==> src/rtl/adc_ctrl_pkg.sv <==
package adc_ctrl_pkg;

  typedef enum logic [2:0] {
    ST_IDLE,
    ST_CONV,
    ST_WAIT_EOC,
    ST_CS_SETUP,
    ST_SHIFT,
    ST_CS_HOLD,
    ST_SETTLE
  } ctrl_state_e;

  // serial clock configuration latched per conversion
  typedef struct packed {
    logic cpol;         // idle level of the serial clock
    logic late_sample;  // sample on the return-to-idle edge
  } sclk_cfg_t;

  function automatic sclk_cfg_t decode_sclk_mode(input logic [1:0] mode);
    sclk_cfg_t cfg;
    case (mode)
      2'd1:    cfg = '{cpol: 1'b0, late_sample: 1'b1};
      2'd2:    cfg = '{cpol: 1'b1, late_sample: 1'b0};
      default: cfg = '{cpol: 1'b0, late_sample: 1'b0};
    endcase
    return cfg;
  endfunction

endpackage

==> src/rtl/adc_eoc_sync.sv <==
module adc_eoc_sync (
  input  logic clk,
  input  logic rst_n,
  input  logic eoc_n_async,
  output logic eoc_fall
);
  logic meta_q, sync_q, prev_q;

  always_ff @(posedge clk or negedge rst_n) begin
    if (!rst_n) begin
      meta_q <= 1'b1;
      sync_q <= 1'b1;
      prev_q <= 1'b1;
    end else begin
      meta_q <= eoc_n_async;
      sync_q <= meta_q;
      prev_q <= sync_q;
    end
  end

  assign eoc_fall = prev_q & ~sync_q;

  // a synchronised falling edge never lasts two cycles
  assert_eoc_edge_single_R3: assert property (@(posedge clk) disable iff (!rst_n)
    eoc_fall |=> !eoc_fall);

endmodule

==> src/rtl/adc_sclk_gen.sv <==
module adc_sclk_gen #(
  parameter int unsigned HALF_DIV = 5
) (
  input  logic clk,
  input  logic rst_n,
  input  logic run,
  input  logic cpol_next,
  output logic rise_ev,
  output logic fall_ev,
  output logic sclk
);
  localparam int unsigned CNT_W = (HALF_DIV > 1) ? $clog2(HALF_DIV) : 1;

  logic [CNT_W-1:0] div_q;
  logic             phase_q;
  logic             phase_d;
  logic             tick;

  assign tick    = run && (div_q == CNT_W'(HALF_DIV - 1));
  assign rise_ev = tick & ~phase_q;
  assign fall_ev = tick & phase_q;

  always_comb begin
    if (!run)      phase_d = 1'b0;
    else if (tick) phase_d = ~phase_q;
    else           phase_d = phase_q;
  end

  always_ff @(posedge clk or negedge rst_n) begin
    if (!rst_n) begin
      div_q   <= '0;
      phase_q <= 1'b0;
      sclk    <= 1'b0;
    end else begin
      if (!run || tick) div_q <= '0;
      else              div_q <= div_q + 1'b1;
      phase_q <= phase_d;
      sclk    <= phase_d ^ cpol_next;
    end
  end

  // the phase toggles only after a full divider count
  assert_phase_hold_R11: assert property (@(posedge clk) disable iff (!rst_n)
    (run && $past(run) && (phase_q != $past(phase_q))) |-> $past(tick));

  assert_edge_exclusive_R5: assert property (@(posedge clk) disable iff (!rst_n)
    $countones({rise_ev, fall_ev}) <= 1);

endmodule

==> src/rtl/adc_rx_shift.sv <==
module adc_rx_shift #(
  parameter int unsigned WIDTH = 16
) (
  input  logic             clk,
  input  logic             rst_n,
  input  logic             sample_en,
  input  logic             din,
  output logic [WIDTH-1:0] word
);
  always_ff @(posedge clk or negedge rst_n) begin
    if (!rst_n)         word <= '0;
    else if (sample_en) word <= {word[WIDTH-2:0], din};
  end
endmodule

==> src/rtl/adc_serial_ctrl.sv <==
module adc_serial_ctrl
  import adc_ctrl_pkg::*;
#(
  parameter int unsigned RES_BITS          = 14,
  parameter int unsigned SUB_BITS          = 2,
  parameter int unsigned SCLK_DIV          = 5,
  parameter int unsigned CONV_PULSE_CYCLES = 2,
  parameter int unsigned SETTLE_CYCLES     = 50
) (
  input  logic                clk,
  input  logic                rst_n,
  input  logic                start_req,
  input  logic                continuous_en,
  input  logic [1:0]          sclk_mode,
  output logic                busy,
  output logic                adc_conv_n,
  input  logic                adc_eoc_n,
  output logic                adc_cs_n,
  output logic                adc_sclk,
  input  logic                adc_sdata,
  output logic [RES_BITS-1:0] sample_result,
  output logic [SUB_BITS-1:0] sample_sub,
  output logic                sample_valid
);
  localparam int unsigned FRAME_BITS = RES_BITS + SUB_BITS;
  localparam int unsigned BIT_W      = $clog2(FRAME_BITS + 1);
  localparam int unsigned TMR_MAX    = (CONV_PULSE_CYCLES > SETTLE_CYCLES) ?
                                       CONV_PULSE_CYCLES : SETTLE_CYCLES;
  localparam int unsigned TMR_W      = $clog2(TMR_MAX + 1);

  ctrl_state_e           state_q, state_d;
  logic [TMR_W-1:0]      tmr_q;
  logic [BIT_W-1:0]      bit_q;
  sclk_cfg_t             cfg_q, cfg_d;
  logic                  eoc_fall;
  logic                  rise_ev, fall_ev, sample_en, last_fall;
  logic [FRAME_BITS-1:0] frame_word;

  adc_eoc_sync u_eoc (
    .clk         (clk),
    .rst_n       (rst_n),
    .eoc_n_async (adc_eoc_n),
    .eoc_fall    (eoc_fall)
  );

  adc_sclk_gen #(.HALF_DIV(SCLK_DIV)) u_sclk (
    .clk       (clk),
    .rst_n     (rst_n),
    .run       (state_q == ST_SHIFT),
    .cpol_next (cfg_d.cpol),
    .rise_ev   (rise_ev),
    .fall_ev   (fall_ev),
    .sclk      (adc_sclk)
  );

  assign sample_en = cfg_q.late_sample ? fall_ev : rise_ev;
  assign last_fall = fall_ev && (bit_q == BIT_W'(FRAME_BITS - 1));

  adc_rx_shift #(.WIDTH(FRAME_BITS)) u_rx (
    .clk       (clk),
    .rst_n     (rst_n),
    .sample_en (sample_en),
    .din       (adc_sdata),
    .word      (frame_word)
  );

  // sequencing
  always_comb begin
    state_d = state_q;
    case (state_q)
      ST_IDLE:     if (start_req || continuous_en) state_d = ST_CONV;
      ST_CONV:     if (tmr_q == TMR_W'(CONV_PULSE_CYCLES - 1)) state_d = ST_WAIT_EOC;
      ST_WAIT_EOC: if (eoc_fall) state_d = ST_CS_SETUP;
      ST_CS_SETUP: state_d = ST_SHIFT;
      ST_SHIFT:    if (last_fall) state_d = ST_CS_HOLD;
      ST_CS_HOLD:  state_d = ST_SETTLE;
      ST_SETTLE:   if (tmr_q == TMR_W'(SETTLE_CYCLES - 1))
                     state_d = continuous_en ? ST_CONV : ST_IDLE;
      default:     state_d = ST_IDLE;
    endcase
  end

  // clock mode is latched on entry to each conversion
  always_comb begin
    cfg_d = cfg_q;
    if (state_d == ST_CONV && state_q != ST_CONV) cfg_d = decode_sclk_mode(sclk_mode);
  end

  always_ff @(posedge clk or negedge rst_n) begin
    if (!rst_n) begin
      state_q    <= ST_IDLE;
      tmr_q      <= '0;
      bit_q      <= '0;
      cfg_q      <= '0;
      adc_conv_n <= 1'b1;
      adc_cs_n   <= 1'b1;
    end else begin
      state_q <= state_d;
      cfg_q   <= cfg_d;
      if (state_d != state_q)                           tmr_q <= '0;
      else if (state_q == ST_CONV || state_q == ST_SETTLE) tmr_q <= tmr_q + 1'b1;
      if (state_q == ST_CS_SETUP) bit_q <= '0;
      else if (fall_ev)           bit_q <= bit_q + 1'b1;
      adc_conv_n <= (state_d != ST_CONV);
      adc_cs_n   <= !(state_d == ST_CS_SETUP || state_d == ST_SHIFT || state_d == ST_CS_HOLD);
    end
  end

  // sample presentation, one cycle after the last bit lands
  always_ff @(posedge clk or negedge rst_n) begin
    if (!rst_n) begin
      sample_result <= '0;
      sample_sub    <= '0;
      sample_valid  <= 1'b0;
    end else begin
      sample_valid <= (state_q == ST_CS_HOLD);
      if (state_q == ST_CS_HOLD) begin
        sample_result <= frame_word[FRAME_BITS-1:SUB_BITS];
        sample_sub    <= frame_word[SUB_BITS-1:0];
      end
    end
  end

  assign busy = (state_q != ST_IDLE);

  assert_no_strobe_in_read_R6: assert property (@(posedge clk) disable iff (!rst_n)
    !adc_cs_n |-> adc_conv_n);

  assert_sclk_parked_R6: assert property (@(posedge clk) disable iff (!rst_n)
    adc_cs_n |-> (adc_sclk == cfg_q.cpol));

  assert_valid_pulse_R7: assert property (@(posedge clk) disable iff (!rst_n)
    sample_valid |=> !sample_valid);

  assert_valid_at_cs_rise_R7: assert property (@(posedge clk) disable iff (!rst_n)
    $rose(adc_cs_n) |-> sample_valid);

  assert_quiet_after_read_R8: assert property (@(posedge clk) disable iff (!rst_n)
    $rose(adc_cs_n) |=> adc_conv_n);

  assert_idle_outputs_R10: assert property (@(posedge clk) disable iff (!rst_n)
    !busy |-> (adc_cs_n && adc_conv_n));

  assert_bit_bound_R5: assert property (@(posedge clk) disable iff (!rst_n)
    (state_q == ST_SHIFT) |-> (bit_q < BIT_W'(FRAME_BITS)));

endmodule

==> config.mk <==
export PLATFORM = sky130hd
export DESIGN_NAME = adc_serial_ctrl
export DESIGN_NICKNAME = d
export VERILOG_FILES = /design/src/rtl/adc_ctrl_pkg.sv /design/src/rtl/adc_eoc_sync.sv /design/src/rtl/adc_sclk_gen.sv /design/src/rtl/adc_rx_shift.sv /design/src/rtl/adc_serial_ctrl.sv
export SDC_FILE = /design/constraint.sdc
export NUM_CORES = 1
export LEC_CHECK = 0
export ABC_AREA = 1
export ABC_CLOCK_PERIOD_IN_PS = 4500
export BUFFER_PORTS_ARGS = -buffer_cell sky130_fd_sc_hd__buf_2
export CAP_MARGIN = 40
export CORE_MARGIN = 4
export CORE_UTILIZATION = 62
export DETAILED_ROUTE_END_ITERATION = 7
export PLACE_DENSITY = 0.83
export SLEW_MARGIN = 20
export SYNTH_ARGS = -nofsm -noshare
export SYNTH_HDL_FRONTEND = slang
export SYNTH_HIERARCHICAL = 1
export SYNTH_SLANG_ARGS = --single-unit
==> constraint.sdc <==
create_clock -name clk -period 4.5 [get_ports clk]
set_input_delay 0.9 -clock clk [delete_from_list [all_inputs] [get_ports clk]]
set_output_delay 0.9 -clock clk [all_outputs]
set_load 0.1 [all_outputs]
; After elaboration in Yosys (flattened, before gate mapping)
; Index checks and enable logic that the tools add are counted.
[totals]
word_cells = 76
rom_bits = 0
out_inout_bits = 21
latch_bits = 0
mem_count = 0
input_bits = 8
ramBits = 0
ff_bits = 59
[op_classes]
n_lt_le_gt_ge = 0
n_addsub = 3
div_mod_pow = 0
n_bitwise = 6
muxes = 17
reduce_logical = 14
n_mul = 0
n_shift = 0
n_eq_ne = 19
[op_table]
columns = operator, n
row1 = $pmux W3 S7, 1
row2 = $eq A3 B3 Y1 const B, 6
row3 = $mux W3, 6
row4 = $mux W6, 2
row5 = $mux W5, 2
row6 = $eq A3 B2 Y1 const B, 3
row7 = $add A6 B1 Y6 const B, 1
row8 = $eq A3 B1 Y1 const B, 2
row9 = $eq A6 B1 Y1 const B, 1
row10 = $eq A6 B6 Y1 const B, 1
row11 = $ne A3 B1 Y1 const B, 2
row12 = $add A5 B1 Y5 const B, 1
row13 = $eq A5 B4 Y1 const B, 1
row14 = $logic_or A1 B1 Y1, 5
row15 = $mux W1, 4
row16 = $pmux W2 S2, 1
row17 = $reduce_bool A2 Y1, 2
row18 = $add A3 B1 Y3 const B, 1
row19 = $and A1 B1 Y1, 3
row20 = $logic_and A1 B1 Y1, 3
row21 = $logic_not A3 Y1, 1
row22 = $ne A3 B3 Y1, 1
row23 = $reduce_bool A3 Y1, 1
row24 = $eq A2 B1 Y1 const B, 1
row25 = other kinds (5), 7

; Logic depth before layout (Yosys ltp)
; Gate-level depths: netlist of run 1.
[depth]
word_depth = 10
ltp_mapped = 18
ltp_nobuf = 18

; Hierarchy
; Netlist of run 1, hierarchy kept.
[modules_own_cells]
columns = module, area_each_um2, cells_each, seq_area_each_um2, instances
row1 = adc_serial_ctrl, 1697.9, 209, 878.3, 1
row2 = adc_rx_shift, 684.4, 68, 400.4, 1
row3 = adc_sclk_gen, 264.0, 32, 125.1, 1
row4 = adc_eoc_sync, 88.8, 5, 78.8, 1

; Least setup slack after synthesis of run 1
; OpenSTA, ideal clock, no wires.
[synth_timing]
kind = register to register
start = register state_q[1]
end = register u_sclk.sclk
path_slack_ns = 2.374
period_less_slack_ns = 2.126
t_required_ns = 4.384
stages_incl_launch_ff = 18
t_arrival_ns = 2.010
n_path_buf = 0
cell_sequence = dfrtp_1 -> nor2_1 -> nand2_1 -> inv_1 -> inv_2 -> nor2_1 -> ha_1 -> nand2_1 -> inv_1 -> nand3_1 -> nand3_1 -> nor2_1 -> nor2_1 -> nand4_1 -> nand2_1 -> inv_1 -> nand2_1 -> nand2_1
[synth_lines]
columns = element, line_no
row1 = "start, declared", adc_serial_ctrl.sv:31  ; ctrl_state_e state_q, state_d;
row2 = "start signal, assigned", adc_serial_ctrl.sv:98  ; state_q <= state_d;
row3 = "end signal, assigned", adc_sclk_gen.sv:38  ; sclk <= phase_d ^ cpol_next;
row4 = "end, declared", adc_sclk_gen.sv:10  ; output logic sclk

==> results.md, run 1 <==
* Post-route setup slack at 1.97 ns
* Post-route ant nets at 0
* CTS tree: done
* Max Freq at 0.395 GHz
* Mapped cell area at 2740 um^2
* Die height at 74.4 um
* Chip Width at 74.4 um
* Leak at 1.72 nW
* Pre-antenna DRT Iters at 5
* Post-Synth Simple-Gate Area at 30.8%
* Placed instance area at 2900 um^2
* Netlist cell types at 30
* Commonest cells after routing, fill and taps aside: nand2_1, dfrtp_1, inv_1, buf_2, nor2_1
* Critical Path RT at around 4.7 ns
* CP Class: register to register
* Most used flip-flop cell after synthesis: dfrtp_1
* Latest clock arrival within the worst-skew pair at between 0.3 and 0.4 ns
* Layout Skew at ~0.008 ns
* Worst-path clk slew at ~0.07 ns
* Initial Util at between 60% and 70%
* Fraction of registers with async set/reset at 100%
* Commonest non-fill, non-tap cell in the layout: nand2_1
* Slew headroom at 52.6%
* Final HPWL DP at about 3.4 mm
* Hold Slack at between 0.3 and 0.4 ns
* Fin. Hold Viols at 0
* Largest family of logic cells by synthesized area: simple AND/OR/NAND/NOR gates
* Initial antenna violation count at 0
* Max Slew Vio Count at 0
* Post-CTS Repair Setup Buffers at 0
* Area grow syn2layout at 13.7%
* Worst Tran Pin Value at 0.711 ns
* Synth Register Bits at 59
* # hold bufs at CTS at 0
* # setup viols final at 0
* Dpl ws at ~2.0 ns
* Drt via density at 5.10
* Largest net degree at the start of global routing at 60
* Post-synthesis mux area share at 0.366%
* RSZ-0062 raised after global routing: no
* Die ar. at roughly 5500 um^2
* Max-cap viol count at 0
* Syn_area_per_cell at 8.71 um^2
* Number of DRC markers in iteration 0 at 132
* Clk buf depth at 2
* Max FO, Critical Path at 7
* Pwr dens at 708 nW/um^2
* Num rows at 23
* Clk sink count at 59
* Vias in the first global route at 1966
* XOR/XNOR Fraction of Synth Area at 1.60%
* Type of the most critical hold path: register to register
* Total global routing overflow at 0
* H-tree levels at 3
* Minimum clock period at 2.53 ns
* Ratio of cells with drive above 1 in the final layout at 25.1%
* Routed wire length at ~5 mm
* WP data arrival at about 2.8 ns
* Fin Setup TNS at 0 ns
* Post-synth net total at 330
* Core footprint at just over 4000 um^2
* CP startpoint kind: register
* Run status: finished clean
* Routed WL per cell at 12.4 um
* Gate Count Post-Synth at 314
* IO Port Bufs at 28
* Residual DRC at 0
* All-Layer GR Usage at between 20% and 30%
* Total number of vias at 2061
* Post-synthesis sequential area ratio at a little over half
* Gpl congestion at about 0.9
* Post-Synth Adder-Cell Area at 3.66%
* Design Area, Final at roughly 3100 um^2
* YS warnings at 6
* Period utilization at 56.3%
* EDFF count, synth at 0
* CTS root buf: clkbuf_8
* Inst Count DP at 388
* CTS-repair resized insts at 0
* Number of buffers created by CTS at 9
* Compound-cell area share of the yosys netlist at 1.51%
* CP Capture Type: register
* Io pins at 29
* Nets at 365
* Post-Layout Cell Count at 404
* First-pass GRT wire length at 8.70 mm
* Peak VDD IR at 0.000414 V
* N_diodes at 0
[cell families (layout without fill, tap and decap cells)]
kind of cell / after synthesis / count (layout)
adder cells (fa/ha/maj): 8 / 8
multiplexers: 1 / 1
AO/OA/AOI/OAI: 8 / 8
flip-flops: 59 / 59
XOR/XNOR: 5 / 5
AND/OR/NAND/NOR: 187 / 187
buffers and inverters: 46 / 86
[cell usage after synthesis (3+ instances only)]
cell,count,area [um^2]
a21oi_1,5,25.0
dfrtp_1,54,1350
dfstp_2,5,131
ha_1,8,100
inv_1,32,120
inv_2,6,22.5
nand2_1,113,424
nand2_2,22,138
nand3_1,8,40.0
nand4_1,5,31.3
nor2_1,25,93.8
nor2_2,3,18.8
nor3_1,4,20.0
xor2_1,4,35.0
[sequential cells by signal, summed over array words and instances (netlist names)]
name            flops
adc_conv_n          1
u_eoc/sync_q        1
state_q             3
adc_cs_n            1
sample_valid        1
sample_result      14
sample_sub          2
u_sclk/sclk         1
u_rx/word          16
u_eoc/prev_q        1
u_sclk/phase_q      1
cfg_q               2
tmr_q               6
bit_q               5
u_eoc/meta_q        1
u_sclk/div_q        3
[metrics by stage]
step | utilization [%] | power, mW
6_report | 75.0 | 2.20
5_1_grt | 75.0 | 2.32
4_1_cts | 75.0 | 2.21
3_5_place_dp | 69.9 | 1.71
3_3_place_gp | 69.9 | 1.68
2_1_floorplan | - | 1.55
[power breakdown]
part	switching [mW]	internal [mW]
Combinational	0.752	0.193
Clock	0.213	0.286
Sequential	0.0965	0.660
[metal layers]
metal  vias to the layer above  GRT usage [%]  part of all wire (%)  wire length, um
met5                         -              0                     0                0
met4                         0           12.6                   3.3              168
met3                        18           3.92                   6.3              315
met2                        65           32.5                    46             2330
met1                       956           27.8                    44             2210
li1                       1022              -                     -                -
[critical path, cell delays in order (launching register included)]
cell     delay [ns]
dfrtp_1        0.47
nor2_1         0.25
nand2_1        0.14
inv_1          0.13
inv_2          0.05
nor2_1         0.14
ha_1           0.29
nand2_1        0.07
inv_1          0.05
nand3_1        0.05
nand3_1        0.12
nor2_1         0.05
nor2_1         0.19
nand4_1        0.14
nand2_1        0.14
inv_1          0.05
nand2_1        0.05
nand2_1        0.04
[path summary, 6_finish.rpt]
check	start	endpoint	slack, ns	cells after the start
worst max-delay path	state_q[1]$_DFF_PN0_	u_sclk/sclk$_DFF_PN0_	1.97	17
worst min-delay path	u_eoc/meta_q$_DFF_PN1_	u_eoc/sync_q$_DFF_PN1_	0.36	0
worst max register to register	state_q[1]$_DFF_PN0_	u_sclk/sclk$_DFF_PN0_	1.97	17
worst min register to register	u_eoc/meta_q$_DFF_PN1_	u_eoc/sync_q$_DFF_PN1_	0.36	0
max in group asynchronous	rst_n	sample_result[2]$_DFFE_PN0N_	3.32	2
min in group asynchronous	rst_n	bit_q[0]$_DFFE_PN0P_	0.70	2
[layout make-up]
cell class              instances  area, um^2
inverters                      40         158
fillers                       294        1030
clock inverters                 5        61.3
clock buffers                  11         151
multi-input cells             209        1040
repair buffers                 30         155
flip-flops and latches         59        1480
well taps                      50        62.6
Note: power is estimated with default switching activity, not from simulation.
==> run 2: changes to the inputs <==
--- a/config.mk
+++ b/config.mk
@@ -6,13 +6,13 @@
 export NUM_CORES = 1
 export LEC_CHECK = 0
 export ABC_AREA = 1
-export ABC_CLOCK_PERIOD_IN_PS = 4500
+export ABC_CLOCK_PERIOD_IN_PS = 2100
 export BUFFER_PORTS_ARGS = -buffer_cell sky130_fd_sc_hd__buf_2
 export CAP_MARGIN = 40
 export CORE_MARGIN = 4
-export CORE_UTILIZATION = 62
+export CORE_UTILIZATION = 52
 export DETAILED_ROUTE_END_ITERATION = 7
-export PLACE_DENSITY = 0.83
+export PLACE_DENSITY = 0.75
 export SLEW_MARGIN = 20
 export SYNTH_ARGS = -nofsm -noshare
 export SYNTH_HDL_FRONTEND = slang
==> constraint.sdc (replaced) <==
create_clock -name clk -period 2.1 [get_ports clk]
set_input_delay 0.42 -clock clk [delete_from_list [all_inputs] [get_ports clk]]
set_output_delay 0.42 -clock clk [all_outputs]
set_load 0.1 [all_outputs]
==> run 2 against run 1 <==
  * Via count increased by 0.58%
  * Clock skew increased by 0.0015 ns
  * Worst hold slack got worse by 0.31 ns
  * Critical path depth unchanged
  * Register-to-register slack got worse by 1.8 ns
  * Sequential cell count unchanged
  * Cell count increased by 6.7%
  * Largest cell class unchanged
  * Largest power group unchanged
==> results.md, run 2 (same netlist as run 1, synthesis figures left out) <==
* CP startpoint kind: register
* Minimum clock period at 1.94 ns
* Max reg flops at 16
* Leak at roughly 1.8 nW
* Fill count at about 440
* Latest clock arrival within the worst-skew pair at about 0.34 ns
* Max FO, Critical Path at 3
* H-tree levels at 3
* Worst-path clk slew at 0.07 ns
* Inst Count DP at roughly 410
* Largest net degree at the start of global routing at 38
* CTS root buf: clkbuf_8
* Run status: finished clean
* Vias in the first global route at ~2k
* Pwr dens at 1490 nW/um^2
* Core footprint at roughly 5000 um^2
* Routed wire length at a little over 5 mm
* Residual DRC at 0
* Area grow syn2layout at 18.5%
* CP Class: register to register
* Peak VDD IR at 0.000976 V
* Biggest register: u_rx/word
* N_diodes at 0
* Num rows at 26
* First-pass GRT wire length at 8.87 mm
* Post-Layout Cell Count at 431
* Slew headroom at 65.4%
* Io pins at 29
* CP Capture Type: register
* Routed WL per cell at ~12 um
* # hold bufs at CTS at 0
* WP data arrival at 2.17 ns
* Nets at 372
* Layout Skew at 0.00947 ns
* Commonest cells after routing, fill and taps aside: nand2_1, dfrtp_1, inv_1, buf_2, nand2_2
* Pre-antenna DRT Iters at 4
* Hold Slack at 0.0486 ns
* Initial Util at 53.6%
* Clk sink count at 59
* All-Layer GR Usage at approximately 18%
* Post-route ant nets at 0
* Type of the most critical hold path: input pin to asynchronous set/reset pin
* Top Registers: u_rx/word (16), sample_result (14), tmr_q (6)
* Number of DRC markers in iteration 0 at 118
* Max-cap viol count at 0
* Number of buffers created by CTS at 9
* Gpl congestion at around 0.85
* Max Slew Vio Count at 0
* Critical Path RT at 2.33 ns
* Commonest non-fill, non-tap cell in the layout: nand2_1
* Period utilization at 92.3%
* Die ar. at 6480 um^2
* IO Port Bufs at 28
* Worst Tran Pin Value at 0.519 ns
* Drt via density at between 4 and 5
* Max Freq at around 0.52 GHz
* Total number of vias at approximately 2.1k
* Ratio of cells with drive above 1 in the final layout at 28.5%
* Clk buf depth at 2
* Chip Width at 80.5 um
* Total global routing overflow at 0
* Fin. Hold Viols at 0
* # setup viols final at 0
* Final HPWL DP at roughly 3.4 mm
* Initial antenna violation count at 0
* Fin Setup TNS at 0 ns
* CTS tree: done
* Die height at 80.5 um
[run 2: cell count changes in the layout (fill, tap and decap cells not counted)]
cell,change
nor2_2,+2
ha_1,-1
inv_1,-1
nor2_4,+1
nand2_2,+2
buf_12,+2
ha_4,+1
buf_4,+5
nor2_1,-3
nand2_1,-2
inv_2,+1
[run 2: final cells by class]
type / instances / area [um^2] / area share (%)
sequential: 59 / 1480 / 45.7
inverter: 40 / 158 / 4.86
clock buffer: 11 / 151 / 4.67
multi-input combinational: 209 / 1070 / 33.0
timing repair buffer: 37 / 233 / 7.18
clock inverter: 5 / 61.3 / 1.89
tap: 70 / 87.6 / 2.70
[run 2: final timing paths]
| path | to | slack (ns) | start | depth (start not counted) |
|---|---|---|---|---|
| max | u_sclk/sclk$_DFF_PN0_ | 0.16 | state_q[1]$_DFF_PN0_ | 17 |
| max reg2reg | u_sclk/sclk$_DFF_PN0_ | 0.16 | state_q[1]$_DFF_PN0_ | 17 |
| min in group clk | u_eoc/meta_q$_DFF_PN1_ | 0.18 | adc_eoc_n | 1 |
| min reg2reg | u_eoc/sync_q$_DFF_PN1_ | 0.36 | u_eoc/meta_q$_DFF_PN1_ | 0 |
| max in group asynchronous | state_q[0]$_DFF_PN0_ | 1.49 | rst_n | 2 |
| min | sample_result[10]$_DFFE_PN0N_ | 0.05 | rst_n | 1 |
[run 2: worst max-delay path, cell delays in order (launching register included)]
cell and delay [ns]:
dfrtp_1 0.39, nor2_2 0.14, nand2_2 0.08, inv_2 0.07, inv_2 0.05, nor2_4 0.14
ha_4 0.15, nand2_1 0.05, inv_1 0.04, nand3_1 0.06, nand3_1 0.11, inv_1 0.06
nand2_2 0.09, nand4_1 0.11, nand2_1 0.08, nand2_1 0.08, nand2_1 0.08, nand2_1 0.05
[run 2: through the flow]
step	utilization (%)	setup WS (ns)	area, um^2	power (mW)
2_1_floorplan	-	0.0554	2740	3.33
3_3_place_gp	58.7	0.168	3000	3.70
3_5_place_dp	58.7	0.0154	3000	3.73
4_1_cts	62.9	0.0413	3210	4.84
5_1_grt	63.5	-0.00592	3240	5.11
6_report	63.5	0.162	3240	4.83
[run 2: timing repair]
action / 4_1_cts / 5_1_grt
pin swaps: 0 / 3
resized for setup: 1 / 6
setup endpoints to repair: 1 / 3
setup buffers: 0 / 1
[run 2: power by group]
group | internal [mW] | switching [mW] | leakage [nW]
Combinational | 0.495 | 1.66 | 0.872
Clock | 0.614 | 0.472 | 0.0978
Sequential | 1.41 | 0.170 | 0.785
[run 2: metal layers]
metal | GRT usage, % | up-vias | routed length, um
met5 | 0 | - | 0
met4 | 5.57 | 0 | 71
met3 | 7.40 | 8 | 248
met2 | 30.8 | 38 | 2500
met1 | 21.2 | 986 | 2220
li1 | - | 1041 | -
==> run 3: changes to the inputs <==
--- a/config.mk
+++ b/config.mk
@@ -6,13 +6,13 @@
 export NUM_CORES = 1
 export LEC_CHECK = 0
 export ABC_AREA = 1
-export ABC_CLOCK_PERIOD_IN_PS = 2100
+export ABC_CLOCK_PERIOD_IN_PS = 2450
 export BUFFER_PORTS_ARGS = -buffer_cell sky130_fd_sc_hd__buf_2
 export CAP_MARGIN = 40
 export CORE_MARGIN = 4
-export CORE_UTILIZATION = 52
+export CORE_UTILIZATION = 62
 export DETAILED_ROUTE_END_ITERATION = 7
-export PLACE_DENSITY = 0.75
+export PLACE_DENSITY = 0.83
 export SLEW_MARGIN = 20
 export SYNTH_ARGS = -nofsm -noshare
 export SYNTH_HDL_FRONTEND = slang
==> constraint.sdc (replaced) <==
create_clock -name clk -period 2.45 [get_ports clk]
set_input_delay 0.49 -clock clk [delete_from_list [all_inputs] [get_ports clk]]
set_output_delay 0.49 -clock clk [all_outputs]
set_load 0.1 [all_outputs]
==> run 3 against run 2 <==
  * Sequential cell count is the same
  * Register-to-register slack better by 0.097 ns
  * Via count shrank 1.8%
  * Die area down 15%
  * Non-clock buffer count fell by 4
  * Clock power fell by 15%
  * Clock-buffer cell count unchanged
  * First-iteration DRC count is 8.5% higher
==> results.md, run 3 (same netlist as run 1, synthesis figures left out) <==
* Run status: finished clean
* First-pass GRT wire length at approximately 8.4 mm
* Net Sw Power at approximately 1.9 mW
* Critical Path RT at 2.67 ns
* Clk buf depth at 2
* Area grow syn2layout at 14.9%
* Routed WL per cell at 11.9 um
* Number of DRC markers in iteration 0 at 128
* Layout Skew at 0.00781 ns
* Worst-path clk slew at 0.07 ns
* Fill count at around 320
* Biggest register: u_rx/word
* Clk sink count at 59
* Period utilization at 89.4%
* Drt via density at about 5.0
* # hold bufs at CTS at 0
* Top Registers: u_rx/word (16), sample_result (14), tmr_q (6)
* Die height at 74.4 um
* Pre-antenna DRT Iters at 4
* Die ar. at 5540 um^2
* Minimum clock period at 2.19 ns
* Max-cap viol count at 0
* Max reg flops at 16
* Max Slew Vio Count at 0
* CTS root buf: clkbuf_8
* RSZ-0062 raised after global routing: no
* H-tree levels at 3
* Nets at 368
* Initial Util at 66.0%
* # setup viols final at 0
* Residual DRC at 0
* Reg power frac at between 30 and 40%
* All-Layer GR Usage at about a fifth
* Peak VDD IR at approximately 0.00095 V
* Max FO, Critical Path at 4
* Largest net degree at the start of global routing at 25
* Fin. Hold Viols at 0
* Gpl congestion at 0.872
* Leak at 1.74 nW
* Post-route ant nets at 0
* Final HPWL DP at 3.28 mm
* Initial antenna violation count at 0
* Placed instance area at between 2000 and 3000 um^2
* CP Class: register to register
* IO Port Bufs at 28
* Ratio of cells with drive above 1 in the final layout at 25.5%
* Post-CTS Repair Setup Buffers at 0
* Worst Tran Pin Value at 0.523 ns
* Clock share of power at 22.9%
* CTS-repair resized insts at 0
* Sw Share at 46.9%
* Number of buffers created by CTS at 9
* Num rows at 23
* N_diodes at 0
* Max Freq at 0.456 GHz
* Io pins at 29
* Fin Setup TNS at 0 ns
* CP startpoint kind: register
* Hold Slack at 0.132 ns
* Total global routing overflow at 0
* Type of the most critical hold path: input pin to asynchronous set/reset pin
* Int Pwr at ~2.2 mW
* Combinational share of power at 43.2%
* Slew headroom at 65.1%
* WP data arrival at 2.41 ns
* Total number of vias at 2035
* Core footprint at 4140 um^2
* CTS tree: done
* Commonest non-fill, non-tap cell in the layout: nand2_1
* Chip Width at 74.4 um
* Routed wire length at 4.83 mm
* Pwr dens at 1300 nW/um^2
* CP Capture Type: register
* Design Area, Final at 3140 um^2
* Vias in the first global route at around 1.9k
* Latest clock arrival within the worst-skew pair at 0.33 ns
* Commonest cells after routing, fill and taps aside: nand2_1, dfrtp_1, inv_1, buf_2, nor2_1
[run 3: changes by cell type in the layout (fill, tap and decap cells not counted), sizes merged]
cell,before,now
clkinvlp,3,1
buf,37,33
bufinv,1,2
clkinv,2,3
[run 3: metrics by stage]
step	util [%]	cells	worst slack, ns	power [mW]
2_1_floorplan	-	314	0.324	2.85
3_3_place_gp	70.7	391	0.330	3.11
3_5_place_dp	70.7	391	0.214	3.14
4_1_cts	75.8	407	0.208	4.09
5_1_grt	75.8	407	0.00133	4.31
6_report	75.8	407	0.259	4.07
[run 3: per-layer routing]
metal  routed length (um)  global-route usage (%)
met5                    0                       0
met4                   78                    10.7
met3                  258                    4.05
met2                 2230                    31.6
met1                 2260                    26.5
[run 3: worst paths after layout]
check                                        from                      endpoint  slack, ns  cells after the start
setup / recovery             state_q[0]$_DFF_PN0_         u_sclk/sclk$_DFF_PN0_       0.26                     17
hold / removal                              rst_n  sample_result[0]$_DFFE_PN0N_       0.13                      1
setup reg to reg             state_q[0]$_DFF_PN0_         u_sclk/sclk$_DFF_PN0_       0.26                     17
hold reg to reg            u_eoc/meta_q$_DFF_PN1_        u_eoc/sync_q$_DFF_PN1_       0.35                      0
max in group asynchronous                   rst_n        u_eoc/prev_q$_DFF_PN1_       1.59                      2
min in group clk                        adc_eoc_n        u_eoc/meta_q$_DFF_PN1_       0.26                      1
[run 3: final cells by class]
type	count	area, um^2	share of cell area [%]
clock inverters	5	77.6	2.47
multi-input cells	209	1040	33.1
flip-flops and latches	59	1480	47.2
clock buffers	11	131	4.18
well taps	50	62.6	1.99
repair buffers	33	190	6.05
inverters	40	158	5.02
[run 3: power by group through the flow]
stage               sequential (mW)  clock [mW]  combinational, mW
floorplan                      2.00           0              0.849
global placement               1.38           0               1.73
detailed placement             1.39           0               1.76
CTS                            1.38       0.950               1.77
global route                   1.42       0.994               1.90
finish                         1.38       0.931               1.76
[run 3: critical path, stage by stage, from the launching register on]
cell     delay, ns
dfrtp_1       0.44
nor2_2        0.16
nand2_1       0.11
inv_1         0.12
inv_2         0.05
nor2_1        0.14
ha_1          0.20
nand2_1       0.06
inv_1         0.05
nand3_1       0.06
nand3_1       0.12
nor2_1        0.05
nor2_1        0.15
nand4_1       0.11
nand2_1       0.12
inv_1         0.05
nand2_1       0.06
nand2_1       0.04
